<file path="src/rtl/ring_tx_dma_pkg.sv">
package ring_tx_dma_pkg;

  // which descriptor word or data address the datapath drives onto memAddr
  typedef enum logic [1:0] {
    SEL_CFG  = 2'd0,
    SEL_ALO  = 2'd1,
    SEL_CNT  = 2'd2,
    SEL_DATA = 2'd3
  } addrSel_t;

  // strobes from control to datapath
  typedef struct packed {
    logic ldCfg;     // latch configuration word (owned descriptor)
    logic ldAddrLo;  // latch buffer start address
    logic ldLen;     // latch length from count word, zero sent count
    logic ldByte;    // latch the byte addressed by txAddr
    logic advByte;   // byte pushed: advance address and sent count
    logic bufDone;   // write-back accepted: advance index, flag completion
    logic ownIdle;   // descriptor not owned: stop quietly
    logic halt;      // endpoint error: stop and record cause
  } txStrobe_t;

  localparam logic [2:0] REG_CTRL   = 3'd0;
  localparam logic [2:0] REG_STAT   = 3'd1;
  localparam logic [2:0] REG_RINGLO = 3'd2;
  localparam logic [2:0] REG_RINGHI = 3'd3;
  localparam logic [2:0] REG_INDEX  = 3'd4;
  localparam logic [2:0] REG_TXLO   = 3'd5;
  localparam logic [2:0] REG_TXHI   = 3'd6;
  localparam logic [2:0] REG_SENT   = 3'd7;

endpackage

</file>
<file path="src/rtl/ring_tx_dma_ctrl.sv">
module ring_tx_dma_ctrl
  import ring_tx_dma_pkg::*;
(
  input  logic       clk,
  input  logic       rstN,
  input  logic       run,
  input  logic       errIn,
  input  logic       lenDone,
  input  logic       ownBit,
  input  logic       memAck,
  input  logic       fifoSpace,
  output logic       memReq,
  output logic       memWe,
  output addrSel_t   addrSel,
  output logic       fifoPush,
  output txStrobe_t  stb
);

  typedef enum logic [2:0] {
    S_IDLE, S_CFG, S_ALO, S_CNT, S_CHK, S_FETCH, S_PUSH, S_WB
  } state_t;

  state_t st, stNext;
  logic   stopNow;

  assign stopNow = run && errIn;

  // memory request side, independent of the acknowledge
  always_comb begin
    memReq  = 1'b0;
    memWe   = 1'b0;
    addrSel = SEL_CFG;
    unique case (st)
      S_CFG:   begin memReq = 1'b1; addrSel = SEL_CFG;  end
      S_ALO:   begin memReq = 1'b1; addrSel = SEL_ALO;  end
      S_CNT:   begin memReq = 1'b1; addrSel = SEL_CNT;  end
      S_FETCH: begin memReq = 1'b1; addrSel = SEL_DATA; end
      S_WB:    begin memReq = 1'b1; memWe = 1'b1; addrSel = SEL_CFG; end
      default: ;
    endcase
    if (stopNow) begin
      memReq = 1'b0;
      memWe  = 1'b0;
    end
  end

  always_comb begin
    stb      = '0;
    fifoPush = 1'b0;
    stNext   = st;
    unique case (st)
      S_IDLE:  if (run) stNext = S_CFG;
      S_CFG:   if (memAck) begin
                 if (ownBit) begin stb.ldCfg = 1'b1; stNext = S_ALO; end
                 else begin stb.ownIdle = 1'b1; stNext = S_IDLE; end
               end
      S_ALO:   if (memAck) begin stb.ldAddrLo = 1'b1; stNext = S_CNT; end
      S_CNT:   if (memAck) begin stb.ldLen = 1'b1; stNext = S_CHK; end
      S_CHK:   stNext = lenDone ? S_WB : S_FETCH;
      S_FETCH: if (memAck) begin stb.ldByte = 1'b1; stNext = S_PUSH; end
      S_PUSH:  if (fifoSpace) begin
                 fifoPush    = 1'b1;
                 stb.advByte = 1'b1;
                 stNext      = S_CHK;
               end
      S_WB:    if (memAck) begin stb.bufDone = 1'b1; stNext = S_CFG; end
      default: stNext = S_IDLE;
    endcase
    // a stop request overrides all but a push already on the FIFO port
    if (stopNow) begin
      stb.ldCfg    = 1'b0;
      stb.ldAddrLo = 1'b0;
      stb.ldLen    = 1'b0;
      stb.ldByte   = 1'b0;
      stb.bufDone  = 1'b0;
      stb.ownIdle  = 1'b0;
      stb.halt     = 1'b1;
      stNext       = S_IDLE;
    end
  end

  always_ff @(posedge clk or negedge rstN) begin
    if (!rstN) st <= S_IDLE;
    else       st <= stNext;
  end

  // write-back only once the whole buffer has gone out
  a_r5_wb_after_full: assert property (@(posedge clk) disable iff (!rstN)
    (memReq && memWe) |-> lenDone);

  // never push beyond the buffer length
  a_r3_push_within_len: assert property (@(posedge clk) disable iff (!rstN)
    fifoPush |-> !lenDone);

  // a push is only issued while the FIFO has room
  a_r4_push_needs_space: assert property (@(posedge clk) disable iff (!rstN)
    fifoPush |-> fifoSpace);

endmodule

</file>
<file path="src/rtl/ring_tx_dma_dp.sv">
module ring_tx_dma_dp
  import ring_tx_dma_pkg::*;
#(
  parameter int ADDR_W   = 20,
  parameter int RING_LEN = 16,
  parameter int CNT_W    = 15
) (
  input  logic              clk,
  input  logic              rstN,
  input  txStrobe_t         stb,
  input  addrSel_t          addrSel,
  input  logic              epUnderrun,
  input  logic              epNak,
  input  logic              regWe,
  input  logic [2:0]        regAddr,
  input  logic [15:0]       regWdata,
  output logic [15:0]       regRdata,
  input  logic [15:0]       memRdata,
  output logic [ADDR_W-1:0] memAddr,
  output logic [15:0]       memWdata,
  output logic [7:0]        fifoData,
  output logic              run,
  output logic              lenDone,
  output logic              irq
);

  localparam int IDX_W = $clog2(RING_LEN);
  localparam int HI_W  = ADDR_W - 16;

  logic              tcEn, statTtc, statUnder, statNak;
  logic [11:0]       ringLo;
  logic [HI_W-1:0]   ringHi;
  logic [IDX_W-1:0]  idx;
  logic [ADDR_W-1:0] txAddr, ringBase, descAddr;
  logic [14:0]       cfgQ;
  logic [CNT_W-1:0]  bufLen, sentCnt;
  logic [7:0]        byteQ;
  logic [2:0]        wordOff;
  logic              wrCtrl, wrStat;

  assign wrCtrl = regWe && (regAddr == REG_CTRL);
  assign wrStat = regWe && (regAddr == REG_STAT);

  assign ringBase = {ringHi, ringLo, 4'b0000};

  always_comb begin
    unique case (addrSel)
      SEL_ALO: wordOff = 3'd0;
      SEL_CNT: wordOff = 3'd4;
      default: wordOff = 3'd2;
    endcase
  end

  assign descAddr = ringBase + ADDR_W'({idx, 3'b000}) + ADDR_W'(wordOff);
  assign memAddr  = (addrSel == SEL_DATA) ? txAddr : descAddr;
  assign memWdata = {1'b0, cfgQ};
  assign fifoData = byteQ;
  assign lenDone  = (sentCnt == bufLen);
  assign irq      = statTtc;

  always_ff @(posedge clk or negedge rstN) begin
    if (!rstN) begin
      run       <= 1'b0;
      tcEn      <= 1'b0;
      statTtc   <= 1'b0;
      statUnder <= 1'b0;
      statNak   <= 1'b0;
      ringLo    <= '0;
      ringHi    <= '0;
      idx       <= '0;
      txAddr    <= '0;
      cfgQ      <= '0;
      bufLen    <= '0;
      sentCnt   <= '0;
      byteQ     <= '0;
    end else begin
      // software register writes
      if (wrCtrl) begin
        tcEn <= regWdata[1];
        if (regWdata[0]) run <= 1'b1;
      end
      if (wrStat) begin
        if (regWdata[0]) statTtc   <= 1'b0;
        if (regWdata[1]) statUnder <= 1'b0;
        if (regWdata[2]) statNak   <= 1'b0;
      end
      if (regWe && regAddr == REG_RINGLO) ringLo <= regWdata[15:4];
      if (regWe && regAddr == REG_RINGHI) ringHi <= regWdata[HI_W-1:0];
      if (regWe && regAddr == REG_INDEX)  idx    <= regWdata[IDX_W-1:0];

      // channel events; setting a status bit wins over clearing it
      if (stb.ldCfg)    cfgQ   <= memRdata[14:0];
      if (stb.ldAddrLo) txAddr <= {cfgQ[HI_W-1:0], memRdata};
      if (stb.ldLen) begin
        bufLen  <= CNT_W'(~memRdata[CNT_W-1:0]) + CNT_W'(1);
        sentCnt <= '0;
      end
      if (stb.ldByte)  byteQ <= txAddr[0] ? memRdata[15:8] : memRdata[7:0];
      if (stb.advByte) begin
        txAddr  <= txAddr + ADDR_W'(1);
        sentCnt <= sentCnt + CNT_W'(1);
      end
      if (stb.bufDone) begin
        idx <= idx + IDX_W'(1);
        if (tcEn) statTtc <= 1'b1;
      end
      if (stb.ownIdle) run <= 1'b0;
      if (stb.halt) begin
        run <= 1'b0;
        if (epUnderrun) statUnder <= 1'b1;
        if (epNak)      statNak   <= 1'b1;
      end
    end
  end

  always_comb begin
    unique case (regAddr)
      REG_CTRL:   regRdata = {14'b0, tcEn, run};
      REG_STAT:   regRdata = {13'b0, statNak, statUnder, statTtc};
      REG_RINGLO: regRdata = {ringLo, 4'b0000};
      REG_RINGHI: regRdata = 16'(ringHi);
      REG_INDEX:  regRdata = 16'(idx);
      REG_TXLO:   regRdata = txAddr[15:0];
      REG_TXHI:   regRdata = 16'(txAddr[ADDR_W-1:16]);
      default:    regRdata = 16'(sentCnt);
    endcase
  end

  // while stopped, the live transmit address is frozen
  a_r8_addr_frozen: assert property (@(posedge clk) disable iff (!rstN)
    !run |=> $stable(txAddr));

  // the completion flag only rises when the interrupt enable was set
  a_r7_ttc_needs_en: assert property (@(posedge clk) disable iff (!rstN)
    $rose(statTtc) |-> $past(tcEn));

  // the sent count never passes the buffer length
  a_r3_sent_le_len: assert property (@(posedge clk) disable iff (!rstN)
    sentCnt <= bufLen);

endmodule

</file>
<file path="src/rtl/ring_tx_dma.sv">
module ring_tx_dma
  import ring_tx_dma_pkg::*;
#(
  parameter int ADDR_W   = 20,
  parameter int RING_LEN = 16,
  parameter int CNT_W    = 15
) (
  input  logic              clk,
  input  logic              rstN,
  input  logic              regWe,
  input  logic [2:0]        regAddr,
  input  logic [15:0]       regWdata,
  output logic [15:0]       regRdata,
  output logic              memReq,
  output logic              memWe,
  output logic [ADDR_W-1:0] memAddr,
  output logic [15:0]       memWdata,
  input  logic              memAck,
  input  logic [15:0]       memRdata,
  output logic              fifoPush,
  output logic [7:0]        fifoData,
  input  logic              fifoSpace,
  input  logic              epUnderrun,
  input  logic              epNak,
  output logic              irq
);

  txStrobe_t stb;
  addrSel_t  addrSel;
  logic      run, lenDone;

  ring_tx_dma_ctrl u_ctrl (
    .clk       (clk),
    .rstN      (rstN),
    .run       (run),
    .errIn     (epUnderrun | epNak),
    .lenDone   (lenDone),
    .ownBit    (memRdata[15]),
    .memAck    (memAck),
    .fifoSpace (fifoSpace),
    .memReq    (memReq),
    .memWe     (memWe),
    .addrSel   (addrSel),
    .fifoPush  (fifoPush),
    .stb       (stb)
  );

  ring_tx_dma_dp #(
    .ADDR_W   (ADDR_W),
    .RING_LEN (RING_LEN),
    .CNT_W    (CNT_W)
  ) u_dp (
    .clk        (clk),
    .rstN       (rstN),
    .stb        (stb),
    .addrSel    (addrSel),
    .epUnderrun (epUnderrun),
    .epNak      (epNak),
    .regWe      (regWe),
    .regAddr    (regAddr),
    .regWdata   (regWdata),
    .regRdata   (regRdata),
    .memRdata   (memRdata),
    .memAddr    (memAddr),
    .memWdata   (memWdata),
    .fifoData   (fifoData),
    .run        (run),
    .lenDone    (lenDone),
    .irq        (irq)
  );

endmodule

</file>
<file path="config.mk">
export PLATFORM = sky130hd
export DESIGN_NAME = ring_tx_dma
export DESIGN_NICKNAME = d
export VERILOG_FILES = /design/src/rtl/ring_tx_dma_pkg.sv /design/src/rtl/ring_tx_dma_ctrl.sv /design/src/rtl/ring_tx_dma_dp.sv /design/src/rtl/ring_tx_dma.sv
export SDC_FILE = /design/constraint.sdc
export NUM_CORES = 1
export LEC_CHECK = 0
export BUFFER_PORTS_ARGS = -buffer_cell sky130_fd_sc_hd__buf_2
export CAP_MARGIN = 20
export CORE_MARGIN = 2
export CORE_UTILIZATION = 40
export CTS_CLUSTER_DIAMETER = 100
export DETAILED_ROUTE_END_ITERATION = 12
export GPL_TIMING_DRIVEN = 0
export PLACE_DENSITY_LB_ADDON = 0.12
export SYNTH_ARGS = -nofsm -noshare
export SYNTH_HDL_FRONTEND = slang
export SYNTH_SLANG_ARGS = --single-unit
</file>
<file path="constraint.sdc">
create_clock -name clk -period 4 [get_ports clk]
set_clock_uncertainty 0.2 [all_clocks]
set_input_delay 0.4 -clock clk [delete_from_list [all_inputs] [get_ports clk]]
set_output_delay 0.4 -clock clk [all_outputs]
set_load 0.02 [all_outputs]
</file>
== Word level (Yosys, flattened, before mapping) ==
Cells that the tools add are included.
Storage, ports and cells
  flip-flop bits (word level): 101
  word-level logic and storage cells: 119
  output and inout port bits: 64
Cells by class
  add/sub/neg operators: 6
  muxes and demuxes: 57
  bitwise gates (word level): 2
  reductions and logical operators: 16
  eq/ne operators: 24
Operators by type and width (number)
  $pmux 16 s7: 1
  $mux 20: 3
  $mux 1: 33
  $add 15x1->15 const B: 2
  $mux 15: 2
  $mux 3: 9
  $pmux 3 s8: 1
  $eq 3x3->1 const B: 7
  $add 20x1->20 const B: 1
  $add 20x3->20: 1
  $add 20x7->20: 1
  $ne 3x2->1 const B: 6
  $eq 15x15->1: 1
  $not 15->15: 1
  $eq 3x2->1 const B: 4
  $mux 4: 3
  $mux 8: 1
  $reduce_and 7->1: 1
  $eq 3x1->1 const B: 2
  $logic_and 1x1->1: 6
  $logic_not 3->1: 2
  $pmux 2 s3: 1
  $pmux 3 s2: 1
  $reduce_bool 2->1: 3
  9 further kinds: 12

== Depth between registers and ports, before layout ==
  word-level depth: 6
  depth in mapped cells: 10

== Modules after synthesis ==
A second synthesis with hierarchy kept.
Unflattened totals
  cell total of the unflattened synthesis: 667
  area total of the unflattened synthesis: 6316.1 um^2
Modules (own cells, without submodules)
  ring_tx_dma_dp: area each 5963.2 um^2, instances 1, sequential area each 2452.4 um^2, cells each 618
  ring_tx_dma_ctrl: area each 346.6 um^2, instances 1, sequential area each 75.1 um^2, cells each 48
  ring_tx_dma: area each 6.3 um^2, instances 1, sequential area each 0.0 um^2, cells each 1

== Least setup slack after synthesis ==
OpenSTA, ideal clock, no wires.
  kind: register to output
  from: register u_ctrl.st[2]
  to: output port memAddr[13]
  setup slack: 1233 ps
  data arrival time: 2167 ps
  stages on the path, launching flop included: 10
  data required time: 3400 ps
  cell sequence: dfrtp_1 > buf_2 > clkbuf_1 > inv_1 > nor2_1 > o21a_1 > ha_1 > clkbuf_1 > clkinv_1 > o211ai_1
Between the ends
  longest elaborated chain between the ends: 6
Ends and longest elaborated chain
  from (decl): line ring_tx_dma_ctrl.sv:23  | state_t st, stNext;
  from (signal assigned): line ring_tx_dma_ctrl.sv:84  | else st <= stNext;
  $eq 3x3->1 or $eq 3x2->1 (tied branches): line ring_tx_dma_ctrl.sv:33  | unique case (st)
  $pmux 2 s3 (*): line ring_tx_dma_ctrl.sv:33
  $eq 2x2->1 or $eq 2x1->1 (tied branches): line ring_tx_dma_dp.sv:47  | unique case (addrSel)
  $pmux 3 s2: line ring_tx_dma_dp.sv:47
  $add 20x3->20: line ring_tx_dma_dp.sv:54  | assign descAddr = ringBase + ADDR_W'({idx, 3'b000}) + ADDR_W'(wordOff);
  $mux 20 (*): line ring_tx_dma_dp.sv:55  | assign memAddr = (addrSel == SEL_DATA) ? txAddr : descAddr;
  to (decl): line ring_tx_dma.sv:16  | output logic [ADDR_W-1:0] memAddr,
Every way passes the cells marked *; elsewhere a longest branch is shown, timed or not.

== Worst setup path in the final report ==
Same ends and word-level chain as after synthesis.

==> results.yml <==
synth:
  yosysUniqueCellTypes: 70
  syn_area_mm2: 0.006336
  synth-compound-area-share_pct: 15.44
  synthSimpleGateAreaFrac_pct: 21.47
  synth_top_area_cell: "dfrtp_1"
  synth.most_common_cell: "nand2_1"
  ys_seq_elements: 101
  yosys_warnings: 0
  synth-edff-count: 0
  syn_inst: 697
  synth_common_cells: "nand2_1 (109), dfrtp_1 (101), o21ai_0 (57)"
  synthMuxAreaShare_pct: 11.99
  yosysSeqAreaShare_pct: 39.89
  synthesis.nets: 749
  async_reset_ff_share_pct: 100.0
  synthAdderAreaFrac_pct: 2.093
  synthTopCellsByArea: "dfrtp_1 (40%), nand2_1 (6.5%), mux2i_1 (5.1%)"
  avgSynthCellArea_um2: 9.090
  synth_top_area_share_pct: 39.89
  synthFlopType: "dfrtp_1"
  synthXorXnorAreaFrac_pct: 4.976
  synth_top_family_by_area: "simple AND/OR/NAND/NOR gates"
timing:
  setup_ws_ps: 207.4
  min_period_ps: 3793
  slew_violations: 0
  fmax_ghz: 0.2637
  hold_violations: 0
  worstMarginPinSlew_ps: 841.8
  tns_ps: 0
  rsz0062_at_grt: "false"
  slew_headroom_pct: 43.45
  setup_violations: 0
  min_period_over_period_pct: 94.82
cts:
  path_clk_slew_ps: 70
  root_buffer: "clkbuf_16"
  cts_tree: "done"
  numCtsBuffers: 9
  clock_path_buffers: 2
  post_cts_buffers: 0
  cts.htree.levels: 3
  clk_latency_ps: 360
  cts_num_sinks: 101
die:
  start_util_pct: 40.47
  dieHeight_um: 129.9
  ioPinCount: 106
  die-area_mm2: 0.01686
  core_mm2: 0.01566
  fp.dieW_um: 129.9
  rows: 46
outcome:
  status: "finished, final reports clean"
grt:
  grt_pass1_wl_um: 32570
  grt_use_total_pct: 25.29
  grt_pass1_vias: 5844
  grt_max_degree: 56
  grt_antenna_before_repair: 0
  gr-total-overflow: 0
layout:
  fillers: 1569
  post-route-util_pct: 47.82
  layout.nets: 863
  multi_input_area_mm2: 0.003550
  drive_above_1_share_pct: 19.85
  syn2layout_area_growth_pct: 18.15
  num_antenna_cells: 0
  register_area_mm2: 0.002527
hold_path:
  hold_path_end: "u_dp.ringLo[10]$_DFFE_PN0P_"
  hp-start: "regWdata[14]"
  min_path_cells: 3
  hold_path_class: "in -> reg"
worst_setup_path:
  cp_max_fo: 10
  worst_r2r_startpoint: "u_ctrl.st[2]$_DFFE_PN0P_"
  crit_chain: "buf_2 -> clkbuf_1 -> inv_1 -> nor2_1 -> o21a_1 -> ha_1 -> clkbuf_2 -> clkinv_1 -> o311ai_0 -> o211ai_1 -> buf_2"
  arrival_ps: 3190
  critPathKind: "reg -> out"
  crit_path_frequent_cell: "buf_2"
  r2r-end: "u_dp.cfgQ[10]$_DFFE_PN0P_"
  crit_slowest_cell: "clkbuf_1"
  setup.worst_path.end_class: "output port"
  worstSetupStartpointType: "flip-flop"
  max_stage_delay_ps: 360
  r2r_slack_ps: 1420
  rr_worst_depth: 7
  required_ps: 3400
pwr:
  total_power_uw: 4606
  ir_worst_vdd_v: 0.0003706
  total_leakage_power_uw: 0.003262
  p_per_area_mw_per_mm2: 615.3
place:
  dpl.hpwl_um: 15820
  place_congestion: 0.9507
  dpl_worst_slack_ps: 303.8
  io_buffer_count: 101
route:
  firstDrtPassIters: 4
  via_per_inst: 5.778
  wire_per_inst_um: 20.20
  drtIter0Drc: 439
  vias: 5963
  drt_wl_total_um: 20850
  ant_nets: 0
  drc: 0
flow_run:
  max_cap_viol_count: 0
## worst max path at each step
stage | from | to | cells past startpoint
finish | u_ctrl.st[2]$_DFFE_PN0P_ | memAddr[13] | 11
global route | u_ctrl.st[2]$_DFFE_PN0P_ | memAddr[13] | 11
CTS | u_ctrl.st[2]$_DFFE_PN0P_ | memAddr[16] | 11
detailed placement | u_ctrl.st[2]$_DFFE_PN0P_ | memAddr[13] | 11
global placement | u_ctrl.st[2]$_DFFE_PN0P_ | memAddr[13] | 11
floorplan | u_ctrl.st[2]$_DFFE_PN0P_ | memAddr[13] | 9
## kinds of logic (layout without fill, tap and decap cells)
| family | after synthesis | in the layout |
|---|---|---|
| xor+xnor | 36 | 36 |
| buf+inv | 62 | 181 |
| compound gates | 147 | 147 |
| fa+ha+maj | 10 | 10 |
| other cells | 1 | 1 |
| simple gates | 269 | 269 |
| mux | 71 | 71 |
| flops | 101 | 101 |
## power by group
part | internal [uW] | switching [uW]
combinational | 726 | 1070
clock | 575 | 421
sequential | 1380 | 434
## stage by stage
step | cell area, um2 | hold WS (ps) | cells
2_1_floorplan | 6336 | -95.59 | 697
3_3_place_gp | 7112 | 264.1 | 1014
3_5_place_dp | 7142 | 260.0 | 1015
4_1_cts | 7485 | 34.12 | 1032
5_1_grt | 7486 | 48.32 | 1032
6_report | 7486 | 43.74 | 1032
## routing by layer
layer  vias up  global-route usage (%)  routed length (um)
met4         0                   10.75                 645
met5         -                       0                   0
met1      2943                   34.46                9658
met2       193                   39.91                9494
met3        42                   4.305                1052
li1       2785                       -                   -
## placed cells by master, fill, tap and decap left out, types with 8 or more instances in the layout
cell type    n
nand2_1    109
buf_2      105
dfrtp_1    101
o21ai_0     57
clkbuf_1    35
nor2_1      33
mux2i_1     32
xnor2_1     29
mux2_2      27
nand3_1     24
nand4_1     18
and3_1      14
inv_1       13
mux2_1      12
nor3_1      11
nor4_1      11
o211ai_1    11
ha_1         9
clkbuf_16    9
a21oi_1      8
a211oi_1     8
## area by class of cell
class	instances	share of cell area, %
Multi-Input combinational cell	534	47.42
Sequential cell	101	33.76
Timing Repair Buffer	103	7.287
Tap cell	216	3.610
Clock buffer	11	3.243
Buffer	48	2.791
Clock inverter	5	1.187
Inverter	14	0.7020
## critical path, delay by kind of cell, from the launching register on
kind	cells	cell delay (ps)
adder cells (fa/ha/maj)	1	290
AO/OA/AOI/OAI	3	560
flip-flops	1	330
buffers and inverters	6	1530
AND/OR/NAND/NOR	1	120
## sequential cells by signal, indices dropped and copies added (netlist names)
register / cells
u_dp.cfgQ: 15
u_dp.idx: 4
u_dp.run: 1
u_dp.tcEn: 1
u_dp.fifoData: 8
u_dp.ringLo: 12
u_dp.irq: 1
u_dp.txAddr: 20
u_ctrl.st: 3
u_dp.ringHi: 4
u_dp.statNak: 1
u_dp.statUnder: 1
u_dp.sentCnt: 15
u_dp.bufLen: 15
## timing repair
action                                 in CTS  in global routing
endpoints found under the hold margin      46                  0
gates resized for setup                     1                  2
hold buffers                                1                  0
setup endpoints to repair                   1                  1
gates cloned                                0                  0
No activity file was read; power rests on OpenSTA's default activity.
